### config.mk
export PLATFORM = sky130hd
export DESIGN_NAME = trc_branch_enc
export DESIGN_NICKNAME = d
export VERILOG_FILES = /design/src/rtl/trc_pkg.sv /design/src/rtl/trc_win_filter.sv /design/src/rtl/trc_fifo.sv /design/src/rtl/trc_serializer.sv /design/src/rtl/trc_branch_enc.sv
export SDC_FILE = /design/constraint.sdc
export NUM_CORES = 1
export LEC_CHECK = 0
export ABC_AREA = 1
export BUFFER_PORTS_ARGS = -buffer_cell sky130_fd_sc_hd__buf_2
export CORE_MARGIN = 5
export CORE_UTILIZATION = 40
export CTS_BUF_LIST = sky130_fd_sc_hd__clkbuf_4
export DETAILED_ROUTE_END_ITERATION = 8
export PLACE_DENSITY = 0.69
export SYNTH_ARGS = -nofsm -noshare
export SYNTH_HDL_FRONTEND = slang
export SYNTH_HIERARCHICAL = 1
export SYNTH_SLANG_ARGS = --single-unit
### constraint.sdc
create_clock -name clk -period 3.86 [get_ports clk]
set_input_delay 0.772 -clock clk [delete_from_list [all_inputs] [get_ports clk]]
set_output_delay 0.772 -clock clk [all_outputs]
set_load 0.05 [all_outputs]
### src/rtl/trc_pkg.sv
package trc_pkg;
  localparam int TRC_AW  = 32;
  localparam int TRC_NIB = TRC_AW / 4;

  typedef struct packed {
    logic              is_mem;
    logic              wr;
    logic [TRC_AW-1:0] addr;
  } trc_ev_t;

  localparam int TRC_EV_W = $bits(trc_ev_t);

  // length code from the number of matching upper bits
  function automatic logic [1:0] len_code(input logic [TRC_AW-1:0] cur,
                                          input logic [TRC_AW-1:0] ref_a);
    if (cur[TRC_AW-1:4] == ref_a[TRC_AW-1:4])       return 2'd0;
    else if (cur[TRC_AW-1:8] == ref_a[TRC_AW-1:8])  return 2'd1;
    else if (cur[TRC_AW-1:16] == ref_a[TRC_AW-1:16]) return 2'd2;
    else                                             return 2'd3;
  endfunction

  function automatic logic [3:0] nib_count(input logic [1:0] code);
    case (code)
      2'd0:    return 4'd1;
      2'd1:    return 4'd2;
      2'd2:    return 4'd4;
      default: return 4'(TRC_NIB);
    endcase
  endfunction
endpackage

### src/rtl/trc_win_filter.sv
module trc_win_filter
  import trc_pkg::*;
#(
  parameter int NCH = 2
) (
  input  logic [NCH-1:0][TRC_AW-1:0] lo,
  input  logic [NCH-1:0][TRC_AW-1:0] hi,
  input  logic [NCH-1:0][1:0]        sel,
  input  logic [TRC_AW-1:0]          addr,
  input  logic                       wr,
  output logic                       hit
);
  logic [NCH-1:0] ch_hit;

  for (genvar c = 0; c < NCH; c++) begin : g_ch
    logic in_range;
    logic dir_ok;
    assign in_range = (addr >= lo[c]) && (addr <= hi[c]);
    assign dir_ok   = wr ? sel[c][1] : sel[c][0];
    assign ch_hit[c] = in_range && dir_ok;
  end

  assign hit = |ch_hit;
endmodule

### src/rtl/trc_fifo.sv
module trc_fifo #(
  parameter int W     = 34,
  parameter int DEPTH = 2,
  localparam int AW   = (DEPTH > 1) ? $clog2(DEPTH) : 1,
  localparam int CW   = $clog2(DEPTH + 1)
) (
  input  logic          clk,
  input  logic          rst,
  input  logic          push,
  input  logic [W-1:0]  din,
  input  logic          pop,
  output logic [W-1:0]  dout,
  output logic          empty,
  output logic          full,
  output logic [CW-1:0] occ
);
  logic [W-1:0]  mem [DEPTH];
  logic [AW-1:0] wr_ptr, rd_ptr;
  logic [CW-1:0] cnt;

  function automatic logic [AW-1:0] bump(input logic [AW-1:0] p);
    return (p == AW'(DEPTH - 1)) ? '0 : p + 1'b1;
  endfunction

  always_ff @(posedge clk) begin
    if (push) mem[wr_ptr] <= din;
  end

  always_ff @(posedge clk) begin
    if (rst) begin
      wr_ptr <= '0;
      rd_ptr <= '0;
      cnt    <= '0;
    end else begin
      if (push) wr_ptr <= bump(wr_ptr);
      if (pop)  rd_ptr <= bump(rd_ptr);
      case ({push, pop})
        2'b10:   cnt <= cnt + 1'b1;
        2'b01:   cnt <= cnt - 1'b1;
        default: cnt <= cnt;
      endcase
    end
  end

  assign dout  = mem[rd_ptr];
  assign empty = (cnt == '0);
  assign full  = (cnt == CW'(DEPTH));
  assign occ   = cnt;
endmodule

### src/rtl/trc_serializer.sv
module trc_serializer
  import trc_pkg::*;
(
  input  logic       clk,
  input  logic       rst,
  input  trc_ev_t    head,
  input  logic       empty,
  output logic       pop,
  output logic       trc_en,
  output logic       trc_sync_n,
  output logic [3:0] trc_data
);
  logic [TRC_AW-1:0] prev_br, prev_win, ref_addr, sh;
  logic [3:0]        left;
  logic [1:0]        code;

  always_comb begin
    ref_addr = head.is_mem ? prev_win : prev_br;
    code     = len_code(head.addr, ref_addr);
    pop      = (left == '0) && !empty;
  end

  always_ff @(posedge clk) begin
    if (rst) begin
      prev_br    <= '0;
      prev_win   <= '0;
      sh         <= '0;
      left       <= '0;
      trc_en     <= 1'b0;
      trc_sync_n <= 1'b1;
      trc_data   <= '0;
    end else if (left != '0) begin
      trc_en     <= 1'b1;
      trc_sync_n <= 1'b1;
      trc_data   <= sh[3:0];
      sh         <= sh >> 4;
      left       <= left - 1'b1;
    end else if (!empty) begin
      trc_en     <= 1'b1;
      trc_sync_n <= 1'b0;
      trc_data   <= {head.is_mem, head.is_mem & head.wr, code};
      sh         <= head.addr;
      left       <= nib_count(code);
      if (head.is_mem) prev_win <= head.addr;
      else             prev_br  <= head.addr;
    end else begin
      trc_en     <= 1'b0;
      trc_sync_n <= 1'b1;
      trc_data   <= '0;
    end
  end
endmodule

### src/rtl/trc_branch_enc.sv
module trc_branch_enc
  import trc_pkg::*;
#(
  parameter int DEPTH = 2,
  localparam int CW   = $clog2(DEPTH + 1)
) (
  input  logic              clk,
  input  logic              rst,
  input  logic              rt_mode,
  input  logic              ev_valid,
  input  logic              ev_is_mem,
  input  logic              ev_write,
  input  logic [TRC_AW-1:0] ev_addr,
  input  logic [TRC_AW-1:0] win_a_lo,
  input  logic [TRC_AW-1:0] win_a_hi,
  input  logic [1:0]        win_a_sel,
  input  logic [TRC_AW-1:0] win_b_lo,
  input  logic [TRC_AW-1:0] win_b_hi,
  input  logic [1:0]        win_b_sel,
  output logic              cpu_stall,
  output logic              trc_en,
  output logic              trc_sync_n,
  output logic [3:0]        trc_data
);
  logic [1:0][TRC_AW-1:0] w_lo, w_hi;
  logic [1:0][1:0]        w_sel;
  logic                   win_hit, take, push, pop, q_empty, q_full;
  logic [CW-1:0]          fifo_occ;
  trc_ev_t                ev_in, ev_head;

  assign w_lo  = {win_b_lo, win_a_lo};
  assign w_hi  = {win_b_hi, win_a_hi};
  assign w_sel = {win_b_sel, win_a_sel};

  trc_win_filter #(.NCH(2)) filt_i (
    .lo(w_lo), .hi(w_hi), .sel(w_sel),
    .addr(ev_addr), .wr(ev_write), .hit(win_hit)
  );

  assign cpu_stall = !rt_mode && q_full;
  assign take      = ev_valid && !cpu_stall && (!ev_is_mem || win_hit);
  assign push      = take && !q_full;
  assign ev_in     = '{is_mem: ev_is_mem, wr: ev_write, addr: ev_addr};

  trc_fifo #(.W(TRC_EV_W), .DEPTH(DEPTH)) fifo_i (
    .clk(clk), .rst(rst), .push(push), .din(ev_in), .pop(pop),
    .dout(ev_head), .empty(q_empty), .full(q_full), .occ(fifo_occ)
  );

  trc_serializer ser_i (
    .clk(clk), .rst(rst), .head(ev_head), .empty(q_empty), .pop(pop),
    .trc_en(trc_en), .trc_sync_n(trc_sync_n), .trc_data(trc_data)
  );
endmodule

======== Yosys cells after proc, flatten, opt, wreduce, memory -nomap -nowiden ========
Memory sizes are Yosys's and may differ from the RTL's. A register that Yosys moved wholly into a read port is not among the register bits.
Cells that the tools add are included.
storage, ports and cells
  register bits after elaboration ......... 110
  word-level logic and storage cells ...... 81
  bits in writable memories ............... 68
  memories ................................ 1
  output and inout bits ................... 7
  input port bits ......................... 170
memory list
  memory      words  bits a word  rd ports  clocked after memory_dff  wr ports  line            text
  fifo_i.mem  2      34           1         1                         1         trc_fifo.sv:17  logic [W-1:0] mem [DEPTH];
cells by class
  bitwise logic cells ..................... 4
  eq/ne operators ......................... 9
  $add $sub $neg .......................... 5
  order comparisons ....................... 4
  muxes and demuxes ....................... 23
  reductions and logical operators ........ 24
operator list
  kind                                                                number
  32-bit greater-or-equal comparator                                  2
  32-bit less-or-equal comparator                                     2
  28-bit 2-to-1 mux                                                   2
  32-bit 2-to-1 mux                                                   1
  28-bit == test                                                      1
  24-bit == test                                                      1
  16-bit == test                                                      1
  4-bit 2-to-1 mux                                                    4
  1-bit 2-to-1 mux                                                    12
  4-bit one-hot mux with 3 select lines                               1
  1-bit logical AND                                                   9
  2-bit == test, second input constant                                3
  3-bit AND reduction                                                 2
  1-bit zero test                                                     5
  2-bit by 1-bit == test with 1-bit output, second input constant     2
  2-bit zero test                                                     2
  4-bit zero test                                                     1
  2-bit 2-to-1 mux                                                    2
  2-bit one-hot mux with 2 select lines                               1
  4-bit nonzero test                                                  1
  2-bit OR reduction                                                  2
  4-bit by 1-bit subtractor with 4-bit output, second input constant  1
  1-bit NOT                                                           3
  1-bit adder, second input constant                                  2
  6 further kinds                                                     6

======== Longest topological paths before layout ========
Gate-level depths: netlist of run 1.
  depth in word-level cells ............... 9
  mapped depth ............................ 25

======== Cells and area by module ========
The synthesis of run 1 kept the hierarchy.
by module, submodules not included
  module          cells an instance  times used  area each (µm²)
  trc_serializer  699                1           4808.4
  trc_win_filter  558                1           3445.8
  trc_fifo        139                1           2834.0
  trc_branch_enc  6                  1           22.5

======== Worst setup path after synthesis of run 1 ========
Ideal clock, no wire load.
  path type ............................... in2reg
  start ................................... input win_b_hi[31]
  end ..................................... memory fifo_i.mem[0][0], enable pin
  cell stages on the path ................. 14
  arrival time ............................ 3.450 ns
  setup slack ............................. -0.015 ns
  data required time ...................... 3.435 ns
  path through ............................ inv_1 -> ha_1 -> nand2_1 -> nor2_1 -> nand4_1 -> nor3_2 -> nand4_1 -> nand2_1 -> nand2_1 -> nand2_1 -> nor2_1 -> nor2_1 -> inv_1 -> nor2_1
between the ends
  word-level cells in the longest chain between the ends .. 9
ends and longest elaborated chain
  what                                    line                  text
  from (decl)                             trc_branch_enc.sv:18  input logic [TRC_AW-1:0] win_b_hi,
  32-bit less-or-equal comparator         trc_win_filter.sv:18  assign in_range = (addr >= lo[c]) && (addr <= hi[c]);
  1-bit logical AND                       trc_win_filter.sv:18
  1-bit logical AND                       trc_win_filter.sv:20  assign ch_hit[c] = in_range && dir_ok;
  2-bit OR reduction                      trc_win_filter.sv:23  assign hit = |ch_hit;
  net win_hit                             trc_branch_enc.sv:27  logic win_hit, take, push, pop, q_empty, q_full;
  1-bit logical OR                        trc_branch_enc.sv:41  assign take = ev_valid && !cpu_stall && (!ev_is_mem || win_hit);
  1-bit logical AND                       trc_branch_enc.sv:41
  1-bit logical AND                       trc_branch_enc.sv:42  assign push = take && !q_full;
  net push                                trc_branch_enc.sv:27
  1-bit 2-to-1 mux                        trc_fifo.sv:26        if (push) mem[wr_ptr] <= din;
  1-bit 2-to-1 mux (implied by the code)  trc_fifo.sv:26
  to (decl)                               trc_fifo.sv:17
The timed path passes the listed nets, and every way through them passes these cells.

======== Final worst setup path of run 1 ========
  start ................................... input ev_addr[31]
  end ..................................... memory fifo_i.mem[0][4], enable pin
between the ends
  word-level cells in the longest chain between the ends .. 9
ends and longest elaborated chain
  what                                                                                   line                  text
  from (decl)                                                                            trc_branch_enc.sv:13  input logic [TRC_AW-1:0] ev_addr,
  32-bit greater-or-equal comparator or 32-bit less-or-equal comparator (tied branches)  trc_win_filter.sv:18
  1-bit logical AND                                                                      trc_win_filter.sv:18
  1-bit logical AND                                                                      trc_win_filter.sv:20
  2-bit OR reduction *                                                                   trc_win_filter.sv:23
  net win_hit                                                                            trc_branch_enc.sv:27
  1-bit logical OR *                                                                     trc_branch_enc.sv:41
  1-bit logical AND *                                                                    trc_branch_enc.sv:41
  1-bit logical AND *                                                                    trc_branch_enc.sv:42
  net push                                                                               trc_branch_enc.sv:27
  1-bit 2-to-1 mux *                                                                     trc_fifo.sv:26
  1-bit 2-to-1 mux (implied by the code) *                                               trc_fifo.sv:26
The timed path passes the listed nets; every way through them passes the cells marked *.

==> summary.md, run 1 <==
| Metric | Value |
|---|---|
| Syn_area_per_cell | `between 7 and 8 um2` |
| Worst path bufs/invs | `3` |
| Drt wl/cell | `about 14 um` |
| Die Wd | `roughly 180 um` |
| CP arrival | `3.07 ns` |
| Clock buffer depth | `2` |
| Total power | `approximately 6.2 mW` |
| Clk sinks | `~170` |
| Mapped cell area | `roughly 0.011 mm2` |
| Placed Area | `0.01233 mm2` |
| Synth area leader | `dfxtp_1` |
| GPL Wtd Cong | `roughly 0.90` |
| Max-Cap Viols | `0` |
| Yosys top cell area share | `a little under a fifth` |
| Setup TNS | `0 ns` |
| Setup Skew | `~0.023 ns` |
| Initial Utilization | `about two fifths` |
| Drt pass-1 iters | `5` |
| Worst-Margin Slew | `around 0.67 ns` |
| CTS resizes | `0` |
| Root buf cell | `clkbuf_4` |
| Hold Path Cell Cnt | `1` |
| Run status | `finished, final reports clean` |
| GRT overflow | `0` |
| Buffers on Ports | `176` |
| Via count | `between 9000 and 10000` |
| Relative slew slack | `roughly 56%` |
| Dpl hpwl | `~21000 um` |
| LEAKAGE | `roughly 6.4 nW` |
| Net count, final | `1866` |
| Clock-pin slew on the worst setup and hold paths | `approximately 0.15 ns` |
| Total CTS buffers | `17` |
| Rows | `61` |
| Hold Path Sink | `fifo_i/mem[0][33]` |
| Synthesized instance count | `~1400` |
| Hold_sp | `ev_is_mem` |
| Syn. warnings | `6` |
| Ranking of synthesized cells by area | `dfxtp_1 (19%), edfxtp_1 (18%), ha_1 (15%)` |
| Htree depth | `4` |
| Worst Path Required | `4.09 ns` |
| First-pass GRT wire length | `between 40000 and 50000 um` |
| Worst Path Max Fanout | `26` |
| Final number of setup-violating endpoints | `0` |
| Crit end category | `flop` |
| Max Slew Vio Count | `0` |
| P&R area growth vs syn | `13.23%` |
| Fin util | `around 46%` |
| Drt drc | `0` |
| Critical path cell sequence | `buf_2, ha_1, nand2_1, nor2_1, nand4_1, nor2_1, nand2_1, a21oi_1, nand2_1, nand2_1, nor2_1, nor2_1, inv_1, nor2_2, buf_4` |
| Pwr per Cell Area | `roughly 500 mW/mm2` |
| Setup Buffers After CTS | `0` |
| Sequential-to-total area share from yosys stat | `36.94%` |
| Die area | `approximately 0.031 mm2` |
| Finished Cell Area | `0.01258 mm2` |
| CP top delay family | `simple AND/OR/NAND/NOR gates` |
| Clk_lat worst skew | `about 0.56 ns` |
| Minimum clock period | `~2.8 ns` |
| Hold Fails Final Rpt | `0` |
| Top FF cell, synth | `dfxtp_1` |
| 1st-iter DRT viols | `~570` |
| Core Area | `between 0.02 and 0.03 mm2` |
| Ports | `about 180` |
| CTS tree | `yes` |
| Antenna-violating nets left | `0` |
| Post-synth EDFFs | `68` |
| Ranking of synthesized cells by instance count | `nand2_1 (359), inv_1 (246), ha_1 (130), a21oi_1 (109), dfxtp_1 (103)` |
| Overall routing resource usage | `17.50%` |
| Fraction of layout cells with a size suffix above 1 | `18.87%` |
| Worst min path class | `in2reg` |
| CTS Hold Buffers Added | `0` |
| Crit share post-route | `between 70% and 80%` |
| Yosys cell types | `40` |
| Vias per cell | `around 4.8` |
| Post-synth ARST share | `0%` |
| Unrepaired setup endpoints after global routing | `no` |
| Max Clk Rate | `352.0 MHz` |
| Critical path class | `in2reg` |
| Initial antenna violation count | `2` |
| Hold WS | `roughly 0.41 ns` |
| Count leader, synth | `nand2_1` |
| Cell depth of the worst setup path | `15` |
| Startpoint type of the worst setup path | `primary input` |
| Mapped Nets | `1702` |
| Largest net degree at the start of global routing | `49` |
| Routed WL | `between 20000 and 30000 um` |
| Reg2Reg Depth | `14` |
| Worst R2R End | `ser_i/trc_data[0]` |
| Maximum VDD drop | `around 270 uV` |
| Reg-to-reg slack, setup | `1.26 ns` |
| Vias in the first global route | `9268` |
| Worst R2R Start | `fifo_i/mem[0][33]` |
| Die height | `176.7 um` |
| Slowest cell delay on critical path | `about 0.34 ns` |
| CP max stage cell | `buf_4` |
| Fillers | `between 2000 and 3000` |
| Synth Register Bits | `171` |
[power breakdown]
part | switching [mW] | internal [mW] | total [mW]
clock network | 0.662 | 0.276 | 0.938
logic | 1.85 | 1.03 | 2.88
registers | 0.163 | 2.25 | 2.41
total | 2.68 | 3.56 | 6.23
[metrics by stage]
step	setup WS, ns	std cells
2_1_floorplan	0.5466	1402
3_3_place_gp	0.4280	1925
3_5_place_dp	0.3524	1925
4_1_cts	0.9920	1957
5_1_grt	0.8557	1958
6_report	1.019	1958
[layer usage]
metal / track usage [%] / wire length (um) / up-vias
met2: 30.43 / 13000 / 251
met4: 4.481 / 367 / 2
met3: 3.034 / 1401 / 34
met1: 22.62 / 12330 / 4227
met5: 0 / 7 / -
li1: - / - / 4880
[final cells by class]
class | count | area, um2 | area share, %
flip-flops and latches | 171 | 4105 | 32.63
inverters | 253 | 949.7 | 7.548
diodes | 1 | 2.502 | 0.01989
multi-input cells | 933 | 5781 | 45.95
repair buffers | 190 | 1023 | 8.135
clock inverters | 14 | 111.4 | 0.8851
well taps | 378 | 473.0 | 3.759
clock buffers | 18 | 135.1 | 1.074
[kinds of logic after synthesis]
family | synth area share, %
xor+xnor | 0.3941
fa+ha+maj | 14.64
flops | 36.94
buf+inv | 11.08
mux | 4.640
compound gates | 11.64
simple gates | 20.66
[sequential cells by signal, summed over array words and instances, names as in the netlist, named ones only]
register	cells
ser_i/trc_sync_n	1
fifo_i/rd_ptr	1
fifo_i/wr_ptr	1
ser_i/prev_br	28
ser_i/trc_en	1
ser_i/trc_data	4
fifo_i/mem	68
ser_i/left	4
ser_i/sh	32
ser_i/prev_win	28
fifo_i/occ	2
[worst max path at each step]
stage	from	end	slack (ns)
2_1_floorplan	win_b_hi[31]	fifo_i/mem[0][0]	0.55
3_3_place_gp	ev_addr[31]	fifo_i/mem[0][10]	0.43
3_5_place_dp	ev_addr[31]	fifo_i/mem[0][8]	0.35
4_1_cts	ev_addr[31]	fifo_i/mem[0][13]	0.99
5_1_grt	ev_addr[31]	fifo_i/mem[0][4]	0.86
6_report	ev_addr[31]	fifo_i/mem[0][4]	1.02
[placed cells by master (no fill, tap or decap), types with 3 or more instances in the layout]
| cell | count |
|---|---|
| nor3_1 | 5 |
| nand3_1 | 72 |
| nand4_1 | 12 |
| inv_6 | 4 |
| nor2_1 | 89 |
| dfxtp_1 | 102 |
| o21a_1 | 8 |
| nand2_1 | 359 |
| edfxtp_1 | 68 |
| o21ai_1 | 4 |
| buf_4 | 11 |
| buf_2 | 176 |
| nor2_2 | 5 |
| nor2_4 | 4 |
| inv_1 | 246 |
| o221ai_1 | 4 |
| mux2_4 | 30 |
| xor2_1 | 4 |
| a21oi_1 | 109 |
| buf_12 | 3 |
| clkinv_4 | 3 |
| o211ai_1 | 20 |
| a211oi_2 | 19 |
| inv_2 | 7 |
| ha_1 | 130 |
| clkbuf_4 | 18 |
| mux2_2 | 4 |
| o21ai_0 | 37 |
(Power assumes the default switching activity.)
==> run 2: changes to the inputs <==
--- a/config.mk
+++ b/config.mk
@@ -11,7 +11,7 @@
 export CORE_UTILIZATION = 40
 export CTS_BUF_LIST = sky130_fd_sc_hd__clkbuf_4
 export DETAILED_ROUTE_END_ITERATION = 8
-export PLACE_DENSITY = 0.69
+export PLACE_DENSITY = 0.67
 export SYNTH_ARGS = -nofsm -noshare
 export SYNTH_HDL_FRONTEND = slang
 export SYNTH_HIERARCHICAL = 1
==> constraint.sdc (replaced) <==
create_clock -name clk -period 2.9 [get_ports clk]
set_input_delay 0.58 -clock clk [delete_from_list [all_inputs] [get_ports clk]]
set_output_delay 0.58 -clock clk [all_outputs]
set_load 0.05 [all_outputs]
==> run 2 against run 1 <==
  * Cell count up 1.9%
  * Cell area up 2.2%
  * Combinational power up 35%
  * Sequential cell count unchanged
  * Utilization up 1.0 points
  * First-iteration DRC count down 11%
  * Clock skew up 0.0050 ns
  * Routed wire length down 0.84%
  * Critical path type unchanged
  * Sequential power up 34%
==> summary.md, run 2 (synthesis gave the netlist of run 1 again) <==
| Metric | Value |
|---|---|
| Hold Path Cell Cnt | `1` |
| CTS tree | `yes` |
| Clk sinks | `~170` |
| Largest registers | `fifo_i/mem: 68 flops, ser_i/sh: 32 flops` |
| Critical path cell sequence | `buf_2, ha_1, nand2_1, nor2_1, nand4_1, nor3_2, nand4_1, nand2_1, nand2_1, nand2_1, nor2_1, nor2_1, inv_1, ha_1, inv_1, nand2_1, nor2_1, nor2_1, nor2_1` |
| Pwr per Cell Area | `around 650 mW/mm2` |
| Clk_lat worst skew | `0.57 ns` |
| Fraction of layout cells with a size suffix above 1 | `20.73%` |
| Commonest non-fill, non-tap cells in the layout | `nand2_1 (359), inv_1 (246), buf_2 (176)` |
| Internal Power | `roughly 4.8 mW` |
| Critical path class | `in2reg` |
| Cell depth of the worst setup path | `19` |
| Initial Utilization | `between 40% and 50%` |
| Hold_sp | `ev_is_mem` |
| Seq pwr share | `a little under 40%` |
| Setup ws final | `between 0.4 and 0.5 ns` |
| Vias in the first global route | `roughly 9600` |
| Setup Skew | `roughly 0.028 ns` |
| Net count, final | `~1900` |
| Crit share post-route | `between 80 and 90%` |
| Clock buffer depth | `2` |
| Overall routing resource usage | `~18%` |
| Worst-Margin Slew | `0.6835 ns` |
| Worst Path Required | `3.41 ns` |
| Fillers | `around 2800` |
| Run status | `finished, final reports clean` |
| Buffers on Ports | `between 150 and 200` |
| Setup Buffers After CTS | `0` |
| Final number of setup-violating endpoints | `0` |
| Pre-CTS setup slack | `-0.2052 ns` |
| Max Slew Vio Count | `0` |
| Die height | `176.7 um` |
| Startpoint type of the worst setup path | `primary input` |
| Switching pwr | `3.528 mW` |
| Minimum clock period | `between 2 and 2.5 ns` |
| Initial antenna violation count | `1` |
| Drt pass-1 iters | `5` |
| Crit end category | `flop` |
| Relative slew slack | `a little over half` |
| Maximum VDD drop | `588.6 uV` |
| Metal-1 WL | `12410 um` |
| Ports | `177` |
| Worst Path Max Fanout | `6` |
| Worst min path class | `in2reg` |
| Vias per cell | `between 4 and 5` |
| Drt wl/cell | `approximately 13 um` |
| Reg-to-reg slack, setup | `0.56 ns` |
| Met2 wire len | `12550 um` |
| Reg2Reg Depth | `14` |
| P&R area growth vs syn | `15.71%` |
| Total CTS buffers | `17` |
| Met3 wire length | `around 1300 um` |
| Logic pwr share | `46.6%` |
| Rows | `61` |
| Clock-pin slew on the worst setup and hold paths | `around 0.14 ns` |
| Largest net degree at the start of global routing | `49` |
| Hold Fails Final Rpt | `0` |
| Worst path bufs/invs | `3` |
| Worst R2R Start | `fifo_i/mem[1][33]` |
| Die Wd | `176.7 um` |
| First-pass GRT wire length | `approximately 45000 um` |
| Slowest cell delay on critical path | `about 0.33 ns` |
| Worst R2R End | `ser_i/trc_data[1]` |
| Clock Power Share | `around 15%` |
| Routed WL | `26870 um` |
| Core Area | `between 0.02 and 0.03 mm2` |
| Max reg flops | `68` |
| Switching portion of total power | `between 40% and 50%` |
| Via count | `~9500` |
| Max Clk Rate | `between 400 and 500 MHz` |
| GRT overflow | `0` |
| LEAKAGE | `between 6 and 7 nW` |
| Max-Cap Viols | `0` |
| Die area | `approximately 0.031 mm2` |
| CP max stage cell | `ha_1` |
| Unrepaired setup endpoints after global routing | `no` |
| Crit-path most repeated cell | `nor2_1` |
| Largest register by flop count | `fifo_i/mem` |
| Root buf cell | `clkbuf_4` |
| Antenna-violating nets left | `0` |
| Htree depth | `4` |
| CTS resizes | `0` |
| CP arrival | `approximately 3 ns` |
| Dpl hpwl | `around 21000 um` |
| Most common cell after layout, fill and taps aside | `nand2_1` |
| Drt drc | `0` |
| Hold WS | `around 0.25 ns` |
| DR top layer | `met4` |
| CTS Hold Buffers Added | `0` |
| GPL Wtd Cong | `around 0.9` |
| 1st-iter DRT viols | `around 510` |
| CP top delay family | `simple AND/OR/NAND/NOR gates` |
| Hold Path Sink | `fifo_i/mem[0][33]` |
[run 2: worst reg2reg max path, cell delays in order (launching register included)]
cell	delay, ns
edfxtp_1	0.40
mux2_4	0.38
inv_1	0.11
buf_4	0.32
nand2_1	0.13
nand2_1	0.07
nand2_1	0.05
nand2_1	0.06
nand3_1	0.08
nor2_1	0.11
nand2_1	0.12
nor2_2	0.18
nand2_1	0.07
nand2_1	0.06
a21oi_1	0.08
[run 2: stage by stage]
step	setup TNS [ns]	power [mW]	cell area [um2]	utilization, %	cells
final	0	8.318	12860	46.53	1995
after global routing	0	9.005	12860	46.53	1995
after CTS	0	8.371	12850	46.52	1994
after detailed placement	-5.376	7.146	12610	45.66	1962
after global placement	-4.669	7.066	12610	45.66	1962
after floorplan	0	6.246	11120	-	1402
[run 2: power groups by stage]
| stage | clock network, mW | registers (mW) | logic (mW) |
|---|---|---|---|
| 6_report | 1.22 | 3.22 | 3.88 |
| 3_5_place_dp | 0 | 3.27 | 3.88 |
| 2_1_floorplan | 0 | 3.30 | 2.94 |
| 5_1_grt | 1.36 | 3.27 | 4.37 |
| 4_1_cts | 1.27 | 3.22 | 3.89 |
| 3_3_place_gp | 0 | 3.25 | 3.81 |
[run 2: worst max-delay path by stage]
stage | slack [ns] | startpoint | endpoint
after detailed placement | -0.21 | ev_addr[31] | fifo_i/occ[1]
after floorplan | 0.01 | win_b_hi[31] | fifo_i/mem[1][0]
after CTS | 0.43 | ev_addr[31] | fifo_i/occ[1]
after global placement | -0.19 | ev_addr[31] | fifo_i/occ[1]
final | 0.40 | ev_addr[31] | fifo_i/occ[1]
after global routing | 0.20 | ev_addr[31] | fifo_i/occ[1]
[run 2: area by class of cell]
cell class                 count  area, um2  area share [%]
multi-input combinational    933       5786           45.00
timing repair buffer         227       1301           10.12
antenna                        1      2.502         0.01946
clock buffer                  20      150.1           1.168
tap                          378      473.0           3.679
inverter                     253      949.7           7.387
clock inverter                12      88.84          0.6910
sequential                   171       4105           31.93
[run 2: routing by layer]
layer | up-vias | global-route usage [%]
li1 | 4948 | -
met1 | 4216 | 23.13
met2 | 283 | 29.46
met3 | 40 | 3.204
met4 | 0 | 5.996
met5 | - | 0
==> run 3: changes to the inputs <==
--- a/config.mk
+++ b/config.mk
@@ -11,7 +11,8 @@
 export CORE_UTILIZATION = 40
 export CTS_BUF_LIST = sky130_fd_sc_hd__clkbuf_4
 export DETAILED_ROUTE_END_ITERATION = 8
-export PLACE_DENSITY = 0.67
+export MAX_ROUTING_LAYER = met4
+export REMOVE_ABC_BUFFERS = 1
 export SYNTH_ARGS = -nofsm -noshare
 export SYNTH_HDL_FRONTEND = slang
 export SYNTH_HIERARCHICAL = 1
==> run 3 against run 2 <==
  * Cell area up 0.83%
  * Largest power group unchanged
  * Critical path type unchanged
  * Sequential power about the same
  * Clock skew down 0.0076 ns
==> summary.md, run 3 (synthesis gave the netlist of run 1 again) <==
| Metric | Value |
|---|---|
| Metal-1 WL | `around 12000 um` |
| Buffers on Ports | `roughly 180` |
| Crit end category | `flop` |
| Dpl hpwl | `roughly 21000 um` |
| Worst-Margin Slew | `0.7068 ns` |
| Reg2Reg Depth | `14` |
| Slowest cell delay on critical path | `between 0.3 and 0.4 ns` |
| Worst R2R End | `ser_i/prev_win[24]` |
| Placed cell count | `between 1500 and 2000` |
| Hold Path Cell Cnt | `1` |
| Vias per cell | `4.769` |
| Worst min path class | `in2reg` |
| Drt wl/cell | `between 10 and 15 um` |
| Die height | `176.7 um` |
| Final number of setup-violating endpoints | `0` |
| GRT overflow | `0` |
| Pwr per Cell Area | `662.3 mW/mm2` |
| CTS Hold Buffers Added | `0` |
| Hold_sp | `ev_addr[0]` |
| Vias in the first global route | `roughly 9400` |
| Clock buffer depth | `2` |
| Routed WL | `approximately 27000 um` |
| Ports | `between 150 and 200` |
| CTS resizes | `0` |
| Hold Fails Final Rpt | `0` |
| GPL Wtd Cong | `0.8738` |
| Run status | `finished, final reports clean` |
| Clk_lat worst skew | `about 0.57 ns` |
| Total power | `8.585 mW` |
| Max Slew Vio Count | `0` |
| Overall routing resource usage | `a little under a fifth` |
| Die area | `0.03121 mm2` |
| 1st-iter DRT viols | `520` |
| Setup Skew | `around 0.020 ns` |
| Crit-path most repeated cell | `nand2_1` |
| Non-filler cells, final | `2000` |
| Worst Path Required | `3.17 ns` |
| Maximum VDD drop | `around 310 uV` |
| P&R area growth vs syn | `16.67%` |
| Die Wd | `between 150 and 200 um` |
| Placed Area | `0.01265 mm2` |
| Critical path cell sequence | `buf_2, ha_1, nand2_1, buf_4, nor3_1, buf_4, nand4_1, nand2_1, nand2_1, nand2_1, nor2_1, nor2_1, inv_1, buf_4, nor2_2, buf_12` |
| Critical path class | `in2reg` |
| Met3 wire length | `approximately 1200 um` |
| CP arrival | `between 2 and 3 ns` |
| Via count | `around 9500` |
| LEAKAGE | `around 6.6 nW` |
| Finished Cell Area | `about 0.013 mm2` |
| Fraction of layout cells with a size suffix above 1 | `about a fifth` |
| Worst R2R Start | `ser_i/left[0]` |
| Startpoint type of the worst setup path | `primary input` |
| Max Clk Rate | `392.8 MHz` |
| Reg-to-reg slack, setup | `between 0.5 and 0.6 ns` |
| Initial antenna violation count | `2` |
| Worst Path Max Fanout | `26` |
| Pre-CTS setup slack | `-0.2591 ns` |
| Initial Utilization | `about two fifths` |
| Met2 wire len | `about 13000 um` |
| CTS tree | `yes` |
| Commonest non-fill, non-tap cells in the layout | `nand2_1 (359), inv_1 (246), buf_2 (176)` |
| Antenna-violating nets left | `0` |
| Largest registers | `fifo_i/mem: 68 flops, ser_i/sh: 32 flops` |
| Htree depth | `4` |
| Unrepaired setup endpoints after global routing | `no` |
| Total CTS buffers | `17` |
| Crit share post-route | `slightly below 90%` |
| Rows | `61` |
| Hold Path Sink | `fifo_i/mem[1][0]` |
| Relative slew slack | `between 50% and 60%` |
| Most common cell after layout, fill and taps aside | `nand2_1` |
| DR top layer | `met4` |
| Root buf cell | `clkbuf_4` |
| Setup ws final | `about 0.35 ns` |
| Clock-pin slew on the worst setup and hold paths | `about 0.14 ns` |
| Clk sinks | `between 150 and 200` |
| Largest net degree at the start of global routing | `49` |
| Fin util | `46.92%` |
| Drt drc | `0` |
| Net count, final | `1907` |
| CP max stage cell | `nor3_1` |
| Setup Buffers After CTS | `0` |
| Max reg flops | `68` |
| Max-Cap Viols | `0` |
| Core Area | `around 0.028 mm2` |
| First-pass GRT wire length | `around 45000 um` |
| Drt pass-1 iters | `5` |
| Largest register by flop count | `fifo_i/mem` |
| Minimum clock period | `~2.5 ns` |
run 3: cell types whose count changed in the layout (fill, tap and decap cells not counted), moves of 2 or more:
cell,before,now
inv_8,0,2
clkinv_1,2,0
buf_4,48,51
clkbuf_4,20,17
bufinv_16,0,2
inv_6,4,6
run 3: metal layers:
metal | global-route usage [%] | vias up
li1 | - | 4965
met3 | 2.649 | 28
met2 | 29.83 | 230
met4 | 4.771 | 0
met5 | - | -
met1 | 23.85 | 4314
run 3: through the flow:
stage,setup TNS (ns),hold WS (ns)
floorplan,-74.47,0.4256
global placement,-13.45,0.4334
detailed placement,-14.16,0.4392
CTS,0,0.1435
global route,0,0.1444
finish,0,0.2072
run 3: cell type report:
| cell class | instances | area [um2] |
|---|---|---|
| inverters | 253 | 949.7 |
| multi-input cells | 933 | 5781 |
| repair buffers | 231 | 1344 |
| diodes | 2 | 5.005 |
| clock buffers | 17 | 127.6 |
| fillers | 2812 | 14670 |
| well taps | 378 | 473.0 |
| flip-flops and latches | 171 | 4105 |
| clock inverters | 15 | 177.7 |
run 3: worst max-delay path by stage:
stage	from	end	slack [ns]	depth (start not counted)
finish	ev_addr[11]	fifo_i/mem[0][6]	0.35	16
global placement	ev_addr[11]	fifo_i/mem[0][8]	-0.24	16
detailed placement	ev_addr[11]	fifo_i/mem[0][8]	-0.26	16
global route	ev_addr[31]	fifo_i/mem[0][6]	0.20	16
CTS	ev_addr[11]	fifo_i/mem[0][6]	0.38	16
floorplan	flop	ser_i/prev_win[11]	-1.0	6
run 3: critical path: cells and delay by family:
family / cells / cell delay (ns)
simple gates: 9 / 1.05
buf+inv: 6 / 0.88
fa+ha+maj: 1 / 0.30
run 3: power breakdown:
| part | internal (mW) | leakage (nW) | switching (mW) | total, mW |
|---|---|---|---|---|
| combinational | 1.45 | 4.98 | 2.48 | 3.93 |
| sequential | 3.00 | 1.46 | 0.216 | 3.21 |
| clock | 0.545 | 0.162 | 0.895 | 1.44 |
